$ cat src/rtl/prs_pkg.sv
package prs_pkg;
  localparam int STATE_W = 4;
  localparam logic [STATE_W-1:0] CODE_OFF    = 4'h0;
  localparam logic [STATE_W-1:0] CODE_SLEEP  = 4'h8;
  localparam logic [STATE_W-1:0] CODE_ACTIVE = 4'hE;

  typedef enum logic [1:0] {
    RK_OFF    = 2'd0,
    RK_SLEEP  = 2'd1,
    RK_ACTIVE = 2'd2
  } rank_t;

  // Classify any 4-bit state code into one of three ranks
  function automatic rank_t rank_of(input logic [STATE_W-1:0] code);
    if (code >= CODE_ACTIVE) return RK_ACTIVE;
    if (code >= CODE_SLEEP)  return RK_SLEEP;
    return RK_OFF;
  endfunction

  function automatic logic [STATE_W-1:0] code_of(input rank_t r);
    case (r)
      RK_ACTIVE: return CODE_ACTIVE;
      RK_SLEEP:  return CODE_SLEEP;
      default:   return CODE_OFF;
    endcase
  endfunction
endpackage

$ cat src/rtl/prs_msg_decode.sv
module prs_msg_decode
  import prs_pkg::*;
#(
  parameter int MSG_W   = 16,
  parameter int NUM_REQ = 3,
  parameter int ID_W    = 8,
  parameter int GRP_W   = 3,
  parameter int TYPE_W  = 3
) (
  input  logic               msg_valid,
  input  logic [MSG_W-1:0]   msg_word,
  input  logic [ID_W-1:0]    res_id,
  input  logic [GRP_W-1:0]   res_grp,
  input  logic [TYPE_W-1:0]  res_type,
  input  logic [TYPE_W-1:0]  res_type2,
  output logic [NUM_REQ-1:0] wr_en,
  output rank_t              wr_rank
);
  localparam int REQ_LSB  = MSG_W - NUM_REQ;
  localparam int MT_BIT   = REQ_LSB - 1;
  localparam int ID_LSB   = MT_BIT - ID_W;
  localparam int GRP_LSB  = MT_BIT - GRP_W;
  localparam int TYPE_LSB = GRP_LSB - TYPE_W;

  logic              single_msg;
  logic              id_hit;
  logic              grp_hit;
  logic              type_hit;
  logic              applies;
  logic [TYPE_W-1:0] msg_type;

  always_comb begin
    single_msg = msg_word[MT_BIT];
    id_hit     = (msg_word[MT_BIT-1:ID_LSB] == res_id);
    grp_hit    = (msg_word[MT_BIT-1:GRP_LSB] == res_grp);
    msg_type   = msg_word[GRP_LSB-1:TYPE_LSB];
    type_hit   = (msg_type == res_type) || (msg_type == res_type2);
    applies    = msg_valid && (single_msg ? id_hit : (grp_hit && type_hit));
    wr_en      = applies ? msg_word[MSG_W-1:REQ_LSB] : '0;
    wr_rank    = rank_of(msg_word[STATE_W-1:0]);
  end
endmodule

$ cat src/rtl/prs_req_bank.sv
module prs_req_bank
  import prs_pkg::*;
#(
  parameter int NUM_REQ = 3
) (
  input  logic                     clk,
  input  logic                     rst_n,
  input  logic [NUM_REQ-1:0]       wr_en,
  input  rank_t                    wr_rank,
  output rank_t [NUM_REQ-1:0]      req_rank
);
  for (genvar g = 0; g < NUM_REQ; g++) begin : g_req
    always_ff @(posedge clk or negedge rst_n) begin
      if (!rst_n)        req_rank[g] <= RK_OFF;
      else if (wr_en[g]) req_rank[g] <= wr_rank;
    end
  end
endmodule

$ cat src/rtl/prs_resolve.sv
module prs_resolve
  import prs_pkg::*;
#(
  parameter int NUM_REQ = 3
) (
  input  rank_t [NUM_REQ-1:0] req_rank,
  input  logic  [NUM_REQ-1:0] own_mask,
  input  logic  [STATE_W-1:0] remap_off_code,
  input  logic  [STATE_W-1:0] remap_sleep_code,
  output rank_t               merged,
  output rank_t               final_rank
);
  always_comb begin
    merged = RK_OFF;
    for (int i = 0; i < NUM_REQ; i++) begin
      if (own_mask[i] && (req_rank[i] > merged)) merged = req_rank[i];
    end
  end

  always_comb begin
    if (own_mask == '0) begin
      final_rank = RK_OFF;
    end else begin
      case (merged)
        RK_OFF:   final_rank = rank_of(remap_off_code);
        RK_SLEEP: final_rank = rank_of(remap_sleep_code);
        default:  final_rank = merged;
      endcase
    end
  end
endmodule

$ cat src/rtl/power_res_state.sv
module power_res_state
  import prs_pkg::*;
#(
  parameter int MSG_W   = 16,
  parameter int NUM_REQ = 3,
  parameter int ID_W    = 8,
  parameter int GRP_W   = 3,
  parameter int TYPE_W  = 3,
  parameter int CFG_W   = 8
) (
  input  logic               clk,
  input  logic               rst_n,
  input  logic               msg_valid,
  output logic               msg_ready,
  input  logic [MSG_W-1:0]   msg_word,
  input  logic [ID_W-1:0]    res_id,
  input  logic [GRP_W-1:0]   res_grp,
  input  logic [TYPE_W-1:0]  res_type,
  input  logic [TYPE_W-1:0]  res_type2,
  input  logic [NUM_REQ-1:0] own_mask,
  input  logic [CFG_W-1:0]   remap_cfg,
  output logic [STATE_W-1:0] final_state,
  output logic               is_active,
  output logic               is_sleep,
  output logic               is_off,
  output logic [CFG_W-1:0]   devgrp_view
);
  localparam int PAD_W = CFG_W - NUM_REQ - STATE_W;

  logic [NUM_REQ-1:0]  wr_en;
  rank_t               wr_rank;
  rank_t [NUM_REQ-1:0] req_rank;
  rank_t               merged;
  rank_t               final_rank;

  prs_msg_decode #(
    .MSG_W(MSG_W), .NUM_REQ(NUM_REQ), .ID_W(ID_W), .GRP_W(GRP_W), .TYPE_W(TYPE_W)
  ) u_decode (
    .msg_valid (msg_valid),
    .msg_word  (msg_word),
    .res_id    (res_id),
    .res_grp   (res_grp),
    .res_type  (res_type),
    .res_type2 (res_type2),
    .wr_en     (wr_en),
    .wr_rank   (wr_rank)
  );

  prs_req_bank #(.NUM_REQ(NUM_REQ)) u_bank (
    .clk      (clk),
    .rst_n    (rst_n),
    .wr_en    (wr_en),
    .wr_rank  (wr_rank),
    .req_rank (req_rank)
  );

  prs_resolve #(.NUM_REQ(NUM_REQ)) u_resolve (
    .req_rank         (req_rank),
    .own_mask         (own_mask),
    .remap_off_code   (remap_cfg[CFG_W-1:CFG_W-STATE_W]),
    .remap_sleep_code (remap_cfg[STATE_W-1:0]),
    .merged           (merged),
    .final_rank       (final_rank)
  );

  always_comb begin
    msg_ready   = 1'b1;
    final_state = code_of(final_rank);
    is_active   = (final_rank == RK_ACTIVE);
    is_sleep    = (final_rank == RK_SLEEP);
    is_off      = (final_rank == RK_OFF);
    devgrp_view = {own_mask, {PAD_W{1'b0}}, final_state};
  end
endmodule

$ cat config.mk
export PLATFORM = sky130hd
export DESIGN_NAME = power_res_state
export DESIGN_NICKNAME = d
export VERILOG_FILES = /design/src/rtl/prs_pkg.sv /design/src/rtl/prs_msg_decode.sv /design/src/rtl/prs_req_bank.sv /design/src/rtl/prs_resolve.sv /design/src/rtl/power_res_state.sv
export SDC_FILE = /design/constraint.sdc
export NUM_CORES = 1
export LEC_CHECK = 0
export BUFFER_PORTS_ARGS = -buffer_cell sky130_fd_sc_hd__buf_2
export CAP_MARGIN = 20
export CORE_UTILIZATION = 40
export DETAILED_ROUTE_END_ITERATION = 10
export PLACE_DENSITY_LB_ADDON = 0.15
export SLEW_MARGIN = 20
export SYNTH_ARGS = -nofsm -noshare
export SYNTH_HDL_FRONTEND = slang
export SYNTH_SLANG_ARGS = --single-unit
$ cat constraint.sdc
create_clock -name clk -period 4.2 [get_ports clk]
set_input_delay 0.42 -clock clk [delete_from_list [all_inputs] [get_ports clk]]
set_output_delay 0.42 -clock clk [all_outputs]
set_load 0.01 [all_outputs]
==> results of run 1 <==
==> cell usage after synthesis (all sizes together) <==
cell type	count	area share
a41o	1	0.012
and3	1	0.0074
and2	1	0.0074
o311a	1	0.012
nand2	8	0.035
o22ai	1	0.015
a21boi	2	0.018
xor2	8	0.083
o211ai	2	0.024
mux2	9	0.13
nor3b	1	0.0089
ha	7	0.10
nor2	1	0.0044
buf	12	0.11
o311ai	1	0.019
nor2b	2	0.018
mux2i	1	0.012
or3	1	0.0074
inv	4	0.018
a31oi	1	0.0074
nor3	2	0.012
a21oi	1	0.0059
conb	2	0.0089
dfrtp	6	0.18
nand4	2	0.015
nor4	1	0.0074
a21o	1	0.0089
a41oi	1	0.010
xnor2	9	0.093
nand3	3	0.018
==> report_power, final <==
group,switching [mW],total (mW),internal [mW]
Clock,0.0196,0.0518,0.0322
Sequential,0.00381,0.0668,0.0630
Combinational,0.0650,0.134,0.0693
Total,0.0884,0.253,0.164
==> routing by layer <==
| layer | share of wire | vias up | track usage |
|---|---|---|---|
| li1 | - | 416 | - |
| met1 | 0.40 | 363 | 0.1670 |
| met2 | 0.55 | 34 | 0.3378 |
| met3 | 0.058 | 0 | 0.01132 |
| met4 | 0 | 0 | 0.06667 |
| met5 | 0 | - | 0 |
==> through the flow <==
step                setup TNS (ps)  cell area [um2]  hold WS (ps)  worst slack, ps    util
floorplan                        0            855.8         124.4            439.6       -
global placement                 0             1075         246.8            242.7  0.5423
detailed placement               0             1075         251.7            188.3  0.5423
CTS                              0             1107         518.1            131.2  0.5587
global route                -54.83             1126         536.8           -28.24  0.5682
finish                           0             1126         518.3            213.2  0.5682
==> kinds of logic (layout without fill, tap and decap cells) <==
group	count (synthesis)	after routing
and+or+nand+nor	23	23
xor gates and xnor gates	17	17
AOI/OAI and AO/OA	12	12
muxes	10	10
buffers and inverters	16	65
adders and majority gates	7	7
DFF	6	6
other	2	4
==> final timing paths <==
check                                   start                  to  slack [ps]  cells after the start
max in group asynchronous               rst_n  u_bank.req_rank[0]        3530                      2
setup reg to reg           u_bank.req_rank[4]  u_bank.req_rank[4]        3410                      1
setup / recovery           u_bank.req_rank[1]      final_state[3]         210                     14
hold reg to reg            u_bank.req_rank[1]  u_bank.req_rank[1]         520                      1
min in group clk           u_bank.req_rank[1]  u_bank.req_rank[1]         520                      1
hold / removal                          rst_n  u_bank.req_rank[1]         520                      2
==> what timing repair did <==
| item | CTS | global route |
|---|---|---|
| endpoints found under the setup margin | 0 | 7 |
| buffers inserted | 0 | 2 |
| gates resized for setup | 0 | 1 |
| hold buffers | 1 | 0 |
| endpoints found under the hold margin | 6 | 0 |
==> layout make-up <==
| cell class | instances | area (um2) | area share |
|---|---|---|---|
| sequential | 6 | 150.1 | 0.1333 |
| inverter | 4 | 15.01 | 0.01333 |
| tap | 27 | 33.78 | 0.03000 |
| timing repair buffer | 58 | 300.3 | 0.2667 |
| clock buffer | 3 | 22.52 | 0.02000 |
| multi-input combinational | 73 | 604.3 | 0.5367 |
==> cell usage in the layout, fill, tap and decap left out, types with 2 or more instances in the layout <==
| cell | count |
|---|---|
| buf_2 | 55 |
| xnor2_1 | 9 |
| nand2_1 | 8 |
| xor2_1 | 8 |
| ha_1 | 7 |
| mux2_2 | 6 |
| dfrtp_1 | 6 |
| inv_1 | 4 |
| conb_1 | 4 |
| mux2_4 | 3 |
| nand3_1 | 3 |
| clkbuf_4 | 3 |
| a21boi_0 | 2 |
| nor3_1 | 2 |
| nand4_1 | 2 |
| buf_4 | 2 |
==> results.json, run 1 <==
{
  "outcome": "finished, final reports clean",
  "n_antenna_cell": 0,
  "track_usage": 0.1649,
  "worstHoldPathType": "in -> async",
  "core_um2": 1982,
  "cts_sinks": 6,
  "crit_path_top_delay_cell": "o311a_1",
  "netlist_area_um2": 848.3,
  "firstDrtPassIters": 3,
  "synth_fa_ha_area_frac": 0.1032,
  "ir_drop_mv": 0.1704,
  "fin_worst_skew_ps": 0,
  "cp.required_ps": 3780,
  "drc": 0,
  "cts_tree": "done",
  "synth_top_family_by_area": "XOR/XNOR gates",
  "die_w_um": 48.05,
  "routabilityCongestion": 0.7088,
  "synthXorXnorAreaFrac": 0.1755,
  "synth_compound_area_frac": 0.1313,
  "final_layout_size_suffix_gt1_frac": 0.5069,
  "cp_num_buf_inv": 3,
  "grt_max_degree": 7,
  "antenna_found_initial": 0,
  "avgSynthCellArea_um2": 9.122,
  "power.density_nw_per_um2": 224.6,
  "yosys_warnings": 0,
  "num-fill-cells": 202,
  "syn-instance-count": 93,
  "cap_violations": 0,
  "grt_pass1_wl_um": 2663,
  "hold_viol": 0,
  "dpl.cell_count": 165,
  "finalCriticalPeriod_ps": 3987,
  "wl_per_cell_um": 10.04,
  "fp-row-count": 16,
  "routed_wl_um": 1717,
  "fmax_mhz": 250.8,
  "synth_cell_types": 33,
  "final_nets": 200,
  "area_delta_synth_final_pct": 32.74,
  "setup_viol": 0,
  "via_count": 813,
  "critPathKind": "reg -> out",
  "port_buffers": 55,
  "drtIter0Drc": 2,
  "avgViaCountPerCell": 4.754,
  "cp-start-kind": "flop",
  "yosysSeqAreaShare": 0.1770,
  "worst_setup_path_end_kind": "primary output",
  "globalRoute.totalOverflow": 0,
  "crit_family": "adder cells",
  "cts_buffers": 3,
  "clk_pin_slew_worst_paths_ps": 40,
  "min_period_over_period": 0.9492,
  "p_total_mw": 0.2529,
  "path_max_fanout": 3,
  "synth-simple-area-share": 0.1401,
  "critical_path.cell_chain": "nand2_1, ha_1, nor2b_2, o211ai_2, mux2_4, ha_1, nor2b_1, o211ai_1, buf_4, mux2_4, o311a_1, ha_1, inv_1, buf_2",
  "first_global_vias": 736,
  "cts.htree.levels": 1,
  "fin_cells": 171,
  "slew_violations": 0,
  "die-area_um2": 2309,
  "clockRootBuffer": "clkbuf_4",
  "start_util": 0.4280,
  "cp_slowest_stage_delay_ps": 370,
  "synth.mux.area_fraction": 0.1401,
  "clockBufferDepth": 2,
  "top_regs": "u_bank.req_rank (6)",
  "synth-seq-cells": 6,
  "clk_latency_ps": 240,
  "ant_nets": 0,
  "critPathMostFrequentCell": "ha_1",
  "ioPinCount": 63,
  "dpl.hpwl_um": 1519,
  "dieHeight_um": 48.05,
  "largest_reg_flops": 6,
  "crit_arrival_ps": 3570,
  "p_leak_nw": 0.6082,
  "regMostFlops": "u_bank.req_rank"
}
Note: power is estimated with default switching activity, not from simulation.
==> inputs of run 2 (changes only) <==
--- a/config.mk
+++ b/config.mk
@@ -7,7 +7,7 @@
 export LEC_CHECK = 0
 export BUFFER_PORTS_ARGS = -buffer_cell sky130_fd_sc_hd__buf_2
 export CAP_MARGIN = 20
-export CORE_UTILIZATION = 40
+export CORE_UTILIZATION = 36
 export DETAILED_ROUTE_END_ITERATION = 10
 export PLACE_DENSITY_LB_ADDON = 0.15
 export SLEW_MARGIN = 20
==> constraint.sdc (replaced) <==
create_clock -name clk -period 3.23 [get_ports clk]
set_input_delay 0.323 -clock clk [delete_from_list [all_inputs] [get_ports clk]]
set_output_delay 0.323 -clock clk [all_outputs]
set_load 0.01 [all_outputs]
==> run 2 against run 1 <==
Against the previous run: the flow now finishes with violations (negative setup slack); sequential power is 31% higher; cell count is 7.0% higher; combinational power is 94% higher; highest routed layer is now met4; critical path depth is 1 higher; hold slack worse by 94 ps; clock skew stayed put; sequential share of layout area is 2.4 points lower; final area is 22% higher.
==> results.json, run 2 (synthesized netlist as in run 1, its figures left out) <==
{
  "outcome": "finished, violations left",
  "violations": "negative setup slack",
  "cts_buffers": 3,
  "top_regs": "u_bank.req_rank (6)",
  "setup_viol": 9,
  "cp_slowest_stage_delay_ps": 380,
  "cts.htree.levels": 1,
  "avgViaCountPerCell": 4.705,
  "cp.required_ps": 2910,
  "clockBufferDepth": 2,
  "comb_power_share": 0.627,
  "layout_commonest_cell": "buf_2",
  "antenna_found_initial": 0,
  "min_period_over_period": 1.122,
  "regMostFlops": "u_bank.req_rank",
  "final_util": 0.6216,
  "die-area_um2": 2555,
  "hold_ws_ps": 424.8,
  "start_util": 0.3835,
  "fmax_mhz": 276.0,
  "track_usage": 0.1659,
  "ir_drop_mv": 0.2250,
  "cts_sinks": 6,
  "seq_power_share": 0.211,
  "routed_wl_um": 1879,
  "dpl.hpwl_um": 1628,
  "setup_ws_ps": -392.9,
  "critPathMostFrequentCell": "ha_4",
  "drtIter0Drc": 4,
  "p_int_mw": 0.2731,
  "ioPinCount": 63,
  "place_ws_ps": -317.4,
  "crit_path_top_delay_cell": "dfrtp_1",
  "dpl.cell_count": 177,
  "dieHeight_um": 50.55,
  "area_delta_synth_final_pct": 62.09,
  "n_antenna_cell": 0,
  "via_count": 861,
  "wl_per_cell_um": 10.27,
  "final_nets": 211,
  "design_area_um2": 1375,
  "core_um2": 2212,
  "clk_pin_slew_worst_paths_ps": 40,
  "place_area_um2": 1197,
  "crit_arrival_ps": 3300,
  "power.switching_mw": 0.1423,
  "grt_max_degree": 7,
  "power.density_nw_per_um2": 302.1,
  "final_cell_mix": "buf_2, buf_4, xnor2_1, xor2_1",
  "firstDrtPassIters": 4,
  "fin_worst_skew_ps": 0,
  "final_layout_size_suffix_gt1_frac": 0.6323,
  "clkPwrFrac": 0.162,
  "fin_cells": 183,
  "port_buffers": 55,
  "slew_violations": 0,
  "p_total_mw": 0.4154,
  "critical_path.cell_chain": "nand2_2, ha_4, nor2b_4, o211ai_2, mux2_4, ha_4, nor2b_4, o211ai_1, buf_4, mux2i_4, a21oi_4, a41o_1, ha_4, inv_4, buf_6",
  "globalRoute.totalOverflow": 0,
  "clk_latency_ps": 240,
  "swShare": 0.3425,
  "grt_setup_unrepaired": "true",
  "routabilityCongestion": 0.7019,
  "cp-start-kind": "flop",
  "fp-row-count": 17,
  "hold_viol": 0,
  "path_max_fanout": 3,
  "die_w_um": 50.55,
  "critPathKind": "reg -> out",
  "worst_setup_path_end_kind": "primary output",
  "drc": 0,
  "ant_nets": 0,
  "largest_reg_flops": 6,
  "worstHoldPathType": "in -> async",
  "cts_tree": "done",
  "p_leak_nw": 0.6874,
  "finalCriticalPeriod_ps": 3623,
  "grt_pass1_wl_um": 3236,
  "fin_tns_setup_ps": -3085,
  "first_global_vias": 874,
  "cap_violations": 0,
  "clockRootBuffer": "clkbuf_4"
}
[run 2: cell count changes in the layout (fill, tap and decap cells not counted), moves of 2 or more]
| cell | change |
|---|---|
| ha_1 | -5 |
| nor2b_4 | +2 |
| ha_4 | +5 |
| buf_6 | +7 |
| buf_4 | +10 |
| buf_2 | -6 |
[run 2: path summary, 6_finish.rpt]
path	start	to	slack, ps	cells after the start
worst max-delay path	u_bank.req_rank[1]	devgrp_view[3]	-390	15
worst min-delay path	rst_n	u_bank.req_rank[0]	420	2
worst max register to register	u_bank.req_rank[3]	u_bank.req_rank[3]	2310	2
worst min register to register	u_bank.req_rank[0]	u_bank.req_rank[0]	510	1
max in group asynchronous	rst_n	u_bank.req_rank[4]	2670	2
min in group clk	msg_word[15]	u_bank.req_rank[5]	440	3
[run 2: what timing repair did]
| action | in CTS | in global routing |
|---|---|---|
| cloned | 0 | 0 |
| hold buffers | 1 | 0 |
| hold endpoints to repair | 6 | 0 |
| endpoints found under the setup margin | 9 | 9 |
| pin swaps | 10 | 0 |
| gates resized for setup | 15 | 6 |
| buffers inserted | 2 | 0 |
[run 2: worst max-delay path: cells and delay by family (launching register included)]
| family | cells | cell delay, ps |
|---|---|---|
| adders and majority gates | 3 | 700 |
| AOI/OAI and AO/OA | 4 | 690 |
| muxes | 2 | 610 |
| DFF | 1 | 380 |
| and+or+nand+nor | 3 | 340 |
| buffers and inverters | 3 | 340 |
[run 2: cell type report]
class / count / area, um2
clock buffers: 3 / 22.52
fillers: 211 / 837.1
inverters: 4 / 17.52
multi-input cells: 73 / 725.7
flip-flops and latches: 6 / 150.1
well taps: 28 / 35.03
repair buffers: 69 / 424.2
[run 2: per-layer routing]
metal	vias to the layer above	GRT usage	wire length, um
met5	-	0	0
met2	39	0.3422	1033
met4	0	0.06944	7
li1	438	-	-
met3	2	0.03030	100
met1	382	0.1534	738
[run 2: power by group through the flow]
stage,Combinational [mW],Sequential [mW],Clock [mW]
after floorplan,0.144,0.0866,0
after global placement,0.194,0.0874,0
after detailed placement,0.199,0.0878,0
after CTS,0.243,0.0874,0.0720
after global routing,0.284,0.0889,0.0780
final,0.260,0.0877,0.0674
